$ cat src/rtl/bcond_pkg.sv
package bcond_pkg;

    localparam int FLAG_W   = 4;
    localparam int COND_W   = 4;
    localparam int BASE_SEL = COND_W - 1;
    localparam int NUM_BASE = 1 << BASE_SEL;

    typedef struct packed {
        logic n;
        logic z;
        logic c;
        logic v;
    } flags_t;

    typedef enum logic [COND_W-1:0] {
        CC_EQ = 4'd0,  CC_NE = 4'd1,
        CC_HS = 4'd2,  CC_LO = 4'd3,
        CC_MI = 4'd4,  CC_PL = 4'd5,
        CC_VS = 4'd6,  CC_VC = 4'd7,
        CC_HI = 4'd8,  CC_LS = 4'd9,
        CC_GE = 4'd10, CC_LT = 4'd11,
        CC_GT = 4'd12, CC_LE = 4'd13,
        CC_AL = 4'd14, CC_NV = 4'd15
    } cond_e;

    typedef struct packed {
        logic valid;
        logic taken;
    } decision_t;

    // pair index: even/odd codes share one base test
    function automatic logic [BASE_SEL-1:0] pair_index(cond_e c);
        return c[COND_W-1:1];
    endfunction

    // odd member of a pair is the complement of the base test
    function automatic logic pair_invert(cond_e c);
        return c[0];
    endfunction

endpackage

$ cat src/rtl/bcond_base_tests.sv
module bcond_base_tests
    import bcond_pkg::*;
(
    input  flags_t              f,
    output logic [NUM_BASE-1:0] base
);
    logic sgn_lt;

    always_comb begin
        sgn_lt  = f.n ^ f.v;
        base    = '0;
        base[0] = f.z;                    // equal
        base[1] = f.c;                    // higher or same
        base[2] = f.n;                    // minus
        base[3] = f.v;                    // overflow set
        base[4] = f.c & ~f.z;             // higher
        base[5] = ~sgn_lt;                // signed greater or equal
        base[6] = ~f.z & ~sgn_lt;         // signed greater
        base[7] = 1'b1;                   // always
    end
endmodule

$ cat src/rtl/bcond_select.sv
module bcond_select
    import bcond_pkg::*;
(
    input  logic [NUM_BASE-1:0] base,
    input  cond_e               code,
    output logic                hit
);
    logic [BASE_SEL-1:0] idx;
    logic                inv;

    always_comb begin
        idx = pair_index(code);
        inv = pair_invert(code);
        hit = base[idx] ^ inv;
    end
endmodule

$ cat src/rtl/bcond_hold_stage.sv
module bcond_hold_stage
    import bcond_pkg::*;
(
    input  logic      clk,
    input  logic      rst,
    input  logic      load,
    input  logic      value,
    output decision_t q
);
    always_ff @(posedge clk) begin
        if (rst) begin
            q <= '0;
        end else begin
            q.valid <= load;
            if (load) begin
                q.taken <= value;
            end
        end
    end
endmodule

$ cat src/rtl/branch_cond_unit.sv
module branch_cond_unit
    import bcond_pkg::*;
(
    input  logic              clk,
    input  logic              rst,
    input  logic              in_valid,
    input  logic [FLAG_W-1:0] flags,
    input  logic [COND_W-1:0] cond,
    output logic              out_valid,
    output logic              taken
);
    flags_t              f_in;
    cond_e               code_in;
    logic [NUM_BASE-1:0] base_vec;
    logic                hit;
    decision_t           dec_q;

    assign f_in    = flags_t'(flags);
    assign code_in = cond_e'(cond);

    bcond_base_tests u_base (
        .f    (f_in),
        .base (base_vec)
    );

    bcond_select u_sel (
        .base (base_vec),
        .code (code_in),
        .hit  (hit)
    );

    bcond_hold_stage u_hold (
        .clk   (clk),
        .rst   (rst),
        .load  (in_valid),
        .value (hit),
        .q     (dec_q)
    );

    assign out_valid = dec_q.valid;
    assign taken     = dec_q.taken;
endmodule

$ cat config.mk
export PLATFORM = sky130hd
export DESIGN_NAME = branch_cond_unit
export DESIGN_NICKNAME = d
export VERILOG_FILES = /design/src/rtl/bcond_pkg.sv /design/src/rtl/bcond_base_tests.sv /design/src/rtl/bcond_select.sv /design/src/rtl/bcond_hold_stage.sv /design/src/rtl/branch_cond_unit.sv
export SDC_FILE = /design/constraint.sdc
export NUM_CORES = 1
export LEC_CHECK = 0
export ABC_CLOCK_PERIOD_IN_PS = 1350
export BUFFER_PORTS_ARGS = -buffer_cell sky130_fd_sc_hd__buf_4
export CORE_AREA = 2 2 39 41
export CTS_BUF_LIST = sky130_fd_sc_hd__clkbuf_8
export DETAILED_ROUTE_END_ITERATION = 8
export DIE_AREA = 0 0 41 43
export GPL_TIMING_DRIVEN = 0
export PLACE_DENSITY = 0.39
export SKIP_CTS_REPAIR_TIMING = 1
export SLEW_MARGIN = 20
export SYNTH_ARGS = -nofsm -noshare
export SYNTH_HDL_FRONTEND = slang
export SYNTH_SLANG_ARGS = --single-unit
$ cat constraint.sdc
create_clock -name clk -period 1.35 [get_ports clk]
set_clock_uncertainty 0.05 [all_clocks]
set_input_delay 0.27 -clock clk [delete_from_list [all_inputs] [get_ports clk]]
set_output_delay 0.27 -clock clk [all_outputs]
set_load 0.1 [all_outputs]
==> impl_metrics.toml, run 1 <==
[placement]
post-dp-hpwl_um = 434.9
port_buffers = 12
place_inst = 50
pre_cts_slack_ns = -0.1859
gp_congestion = 0.6330

[grt]
grt_use_total = 0.06607
grt_pass1_vias = 208
antenna_found_initial = 0
grt_max_degree = 7
grt_pass1_wl_um = 745
grt_overflow = 0

[power]
p_seq_frac = 0.163
p_switching_w = 0.0001079
report.power.total_w = 0.0004104
intPower_w = 0.0003025
vdd_drop_max_mv = 0.2675
p_leak_nw = 0.1535
power_density_nw_per_um2 = 1147
p_clk_frac = 0.559
pwr-share-comb = 0.278
p_sw_frac = 0.2629

[clocking]
clock-sinks = 2
clockBufferDepth = 2
clk_pin_slew_ns = 0.03
cts_tree = "done"
cts-root-buf = "clkbuf_8"
clock_latency_ns = 0.21
cts_max_level = 1
cts_inserted_buffers = 3

[routing]
drt_first_pass_iters = 2
drtAntennaViolNets = 0
met3_length_um = 73
drc_errors = 0
vias_per_cell = 4.208
routedWlPerCell_um = 9.547
drt-initial-drc-count = 1
met1Wirelength_um = 215
wirelength_um = 506
top_layer = "met3"
met2_length_um = 217
vias = 223

[timing]
timing.fmax_mhz = 766.1
tightest_slew_ns = 0.3767
finalCriticalPeriod_ns = 1.305
setup_viol = 0
final_max_slew_viol_count = 0
grt_setup_unrepaired = "false"
finalHoldViolations = 0
fin_crit_sh = 0.9669
relSlewSlack = 0.7449
timing.hold.ws_ns = 0.2000
setup_ws_ns = 0.04471

[floorplan]
fp.dieW_um = 41
die-area_sq_um = 1763
num_rows = 14
ios = 13
die_h_um = 43
fp.coreArea_sq_um = 1384
start_util = 0.1401

[critical_path]
critPathMaxFanout = 2
critPathLaunchType = "input port"
worstPathRequired_ns = 1.38
worstReg2RegEnd = "u_hold.q[0]"
reg2reg_depth = 3
crit_start = "flags[3]"
critical_path_class = "input port to register"
arrival_ns = 1.34
end_kind = "register"
ff2ff_setup_slack_ns = 0.44
worstSetupEndpoint = "u_hold.q[0]"
r2r_start = "u_hold.q[0]"

[layout]
fin_util = 0.2586
fin_nets = 50
top_register = "u_hold.q"
num_antenna_cells = 0
drive_above_1_share = 0.5676
largest_reg_flops = 2
layout.cells.non_filler = 53
syn_to_final_growth_pct = 84.52
reg.largest.list = "u_hold.q (2)"

[synthesis]
ys_types = 18
synth_area_leaders = "dfxtp_1 (21%), mux2_2 (12%), xnor2_2 (8.4%), a22oi_2 (6.5%), nor2b_1 (6.5%)"
postSynthCellCount = 22
ys_seq_elements = 2
synth_seq_area_share = 0.2065
synth_area_sq_um = 193.9
yosys_warnings = 0
syn_nets = 33
syn_avg_cell_area_sq_um = 8.815
synth_largest_area_cell = "dfxtp_1"
synth_top_area_frac = 0.2065

[run_status]
status = "complete, no violations"

[run]
cap_viol_max_count = 0

[worst_hold_path]
hold_class = "input port to register"
-- area by class of cell --
| cell class | count | area, sq um |
|---|---|---|
| inverter | 1 | 3.754 |
| multi-input combinational | 19 | 161.4 |
| timing repair buffer | 12 | 90.09 |
| sequential | 2 | 41.29 |
| clock buffer | 3 | 41.29 |
| tap | 16 | 20.02 |
| fill | 148 | 1026 |
-- power by group through the flow --
stage	Clock [W]	Combinational [W]	Sequential (W)
2_1_floorplan	0	0.0000325	0.000101
3_3_place_gp	0	0.000109	0.0000673
3_5_place_dp	0	0.000109	0.0000677
4_1_cts	0.000238	0.000110	0.0000670
5_1_grt	0.000238	0.000121	0.0000672
6_report	0.000230	0.000114	0.0000668
-- cells by family after synthesis --
group,share of synthesized area
compound gates,0.2065
xor+xnor,0.08389
buf+inv,0.01934
flops,0.2065
mux,0.1161
simple gates,0.3678
-- per-stage QoR --
stage,setup TNS [ns],area [sq um]
3_5_place_dp,-0.1859,305.3
2_1_floorplan,0,195.2
5_1_grt,0,357.8
4_1_cts,0,346.6
3_3_place_gp,-0.1836,305.3
6_report,0,357.8
-- per-layer routing --
layer  GRT usage  vias to the layer above
met3     0.01571                        0
met4     0.08000                        0
li1            -                      116
met5           0                        -
met2     0.08750                       13
met1     0.07325                       94
-- cell usage after synthesis (all sizes together) --
master / n
o311a: 1
a22oi: 1
o32ai: 1
nor3: 1
o311ai: 1
inv: 1
nand2: 1
dfxtp: 2
xnor2: 1
nor4: 1
nand2b: 1
or3b: 1
mux2: 2
nor3b: 1
or3: 1
and2b: 1
nor2: 2
nor2b: 2
-- cell usage in the layout (no fill, tap or decap) --
cell type	count
clkbuf_8	3
xnor2_4	1
buf_4	12
nor2b_1	2
and2b_1	1
nand2b_1	1
nand2_1	1
inv_1	1
a22oi_2	1
dfxtp_1	1
dfxtp_2	1
or3_1	1
or3b_2	1
mux2_2	2
nor4_1	1
o311a_1	1
nor3b_1	1
nor2_1	2
o32ai_1	1
nor3_1	1
o311ai_1	1
-- how the worst min path moves through the flow --
stage	startpoint	end	slack [ns]	depth (start not counted)
after floorplan	rst	u_hold.q[1]	0.29	1
after global placement	rst	u_hold.q[1]	0.41	2
after detailed placement	rst	u_hold.q[1]	0.41	2
after CTS	rst	u_hold.q[1]	0.20	2
after global routing	rst	u_hold.q[1]	0.21	2
final	rst	u_hold.q[1]	0.20	2
-- critical path: stages --
cell     delay, ns
buf_4         0.13
xnor2_4       0.15
nor3_1        0.08
o311a_1       0.34
or3_1         0.36
Power figures use the tool's default switching activity.
==> inputs of run 2 (changes only) <==
--- a/config.mk
+++ b/config.mk
@@ -5,14 +5,14 @@
 export SDC_FILE = /design/constraint.sdc
 export NUM_CORES = 1
 export LEC_CHECK = 0
-export ABC_CLOCK_PERIOD_IN_PS = 1350
+export ABC_CLOCK_PERIOD_IN_PS = 1460
 export BUFFER_PORTS_ARGS = -buffer_cell sky130_fd_sc_hd__buf_4
 export CORE_AREA = 2 2 39 41
 export CTS_BUF_LIST = sky130_fd_sc_hd__clkbuf_8
 export DETAILED_ROUTE_END_ITERATION = 8
 export DIE_AREA = 0 0 41 43
 export GPL_TIMING_DRIVEN = 0
-export PLACE_DENSITY = 0.39
+export PLACE_DENSITY = 0.37
 export SKIP_CTS_REPAIR_TIMING = 1
 export SLEW_MARGIN = 20
 export SYNTH_ARGS = -nofsm -noshare
==> constraint.sdc (replaced) <==
create_clock -name clk -period 1.46 [get_ports clk]
set_clock_uncertainty 0.05 [all_clocks]
set_input_delay 0.292 -clock clk [delete_from_list [all_inputs] [get_ports clk]]
set_output_delay 0.292 -clock clk [all_outputs]
set_load 0.1 [all_outputs]
==> run 2 against run 1 <==
Against the previous run:
- worst hold slack better by 0.023 ns
- global-route usage rose by 0.60 points
- sequential power is 7.3% lower
- die area unchanged
==> impl_metrics.toml, run 2 (synthesized netlist as in run 1, its figures left out) <==
[run_status]
status = "complete, no violations"

[placement]
post-dp-hpwl_um = 442.4
dpl_cell_area_sq_um = 305.3
gp_congestion = 0.5642
place_inst = 50
port_buffers = 12

[power]
p_seq_frac = 0.165
p_sw_frac = 0.2619
p_switching_w = 0.00009814
vdd_drop_max_mv = 0.2417
pwr-share-comb = 0.267
power_density_nw_per_um2 = 1081
p_clk_frac = 0.567
intPower_w = 0.0002765
p_leak_nw = 0.1520

[routing]
wirelength_um = 515
vias = 231
drt-initial-drc-count = 1
drtAntennaViolNets = 0
vias_per_cell = 4.358
drt_first_pass_iters = 2
routedWlPerCell_um = 9.717
drc_errors = 0

[floorplan]
die-area_sq_um = 1763
fp.dieW_um = 41
num_rows = 14
ios = 13
fp.coreArea_sq_um = 1384
start_util = 0.1401
die_h_um = 43

[timing]
setup_viol = 0
finalHoldViolations = 0
timing.fmax_mhz = 747.4
grt_setup_unrepaired = "false"
finalCriticalPeriod_ns = 1.338
tightest_slew_ns = 0.3493
fin_crit_sh = 0.9164
timing.hold.ws_ns = 0.2225
relSlewSlack = 0.7635
final_max_slew_viol_count = 0

[critical_path]
critPathMaxFanout = 2
reg2reg_depth = 3
worstPathRequired_ns = 1.49
r2r_start = "u_hold.q[0]"
arrival_ns = 1.37
critPathLaunchType = "input port"
end_kind = "register"
crit_start = "flags[3]"
critical_path_class = "input port to register"

[grt]
antenna_found_initial = 0
grt_overflow = 0
grt_use_total = 0.07207
grt_pass1_wl_um = 828
grt_max_degree = 7
grt_pass1_vias = 235

[clocking]
cts_max_level = 1
clk_pin_slew_ns = 0.03
clock_latency_ns = 0.21
clockBufferDepth = 2
cts-root-buf = "clkbuf_8"
clock-sinks = 2
cts_tree = "done"
cts_inserted_buffers = 3

[worst_hold_path]
hold_class = "input port to register"
holdPathStages = 2
min-delay-start = "rst"

[layout]
final_area_sq_um = 346.6
syn_to_final_growth_pct = 78.71
fin_nets = 50
top_register = "u_hold.q"
fillers = 148
reg.largest.list = "u_hold.q (2)"
final_common_cell = "buf_4"
final_cell_mix = "buf_4 (12), clkbuf_8 (3), nor2b_1 (2), mux2_2 (2), nor2_1 (2)"
largest_reg_flops = 2
layout.cells.non_filler = 53
drive_above_1_share = 0.5676
num_antenna_cells = 0

[run]
cap_viol_max_count = 0
run 2: per-layer routing:
metal  track usage  wire [um]  up-vias
li1              -          -      115
met1       0.07325        221      103
met2        0.1063        224       13
met3       0.01571         69        0
met4       0.08000          0        0
met5             0          0        -
run 2: layout make-up:
type	count	area (sq um)	share of cell area
multi-input cells	19	150.1	0.4332
repair buffers	12	90.09	0.2599
flip-flops and latches	2	41.29	0.1191
clock buffers	3	41.29	0.1191
well taps	16	20.02	0.05776
inverters	1	3.754	0.01083
run 2: final timing paths:
check | to | slack, ns
max | u_hold.q[0] | 0.12
min | u_hold.q[1] | 0.22
max reg2reg | u_hold.q[0] | 0.56
min reg2reg | u_hold.q[0] | 0.68
run 2: metrics by stage:
stage / TNS [ns] / worst slack (ns) / utilization / power, W
finish: 0 / 0.1220 / 0.2505 / 0.0003747
global route: 0 / 0.09189 / 0.2505 / 0.0003903
CTS: 0 / 0.1114 / 0.2505 / 0.0003832
detailed placement: -0.1016 / -0.1016 / 0.2206 / 0.0001634
global placement: -0.09590 / -0.09590 / 0.2206 / 0.0001625
floorplan: 0 / 0.1000 / - / 0.0001233
run 2: power groups by stage:
stage	registers (W)	logic, W	clock network [W]
after CTS	0.0000620	0.000101	0.000220
after global routing	0.0000622	0.000108	0.000220
final	0.0000619	0.000100	0.000213
after floorplan	0.0000933	0.0000300	0
after detailed placement	0.0000627	0.000101	0
after global placement	0.0000623	0.000100	0
run 2: worst max-delay path, stage by stage:
cell and delay, ns:
buf_4 0.12, xnor2_2 0.16, nor3_1 0.09, o311a_1 0.34
or3_1 0.36
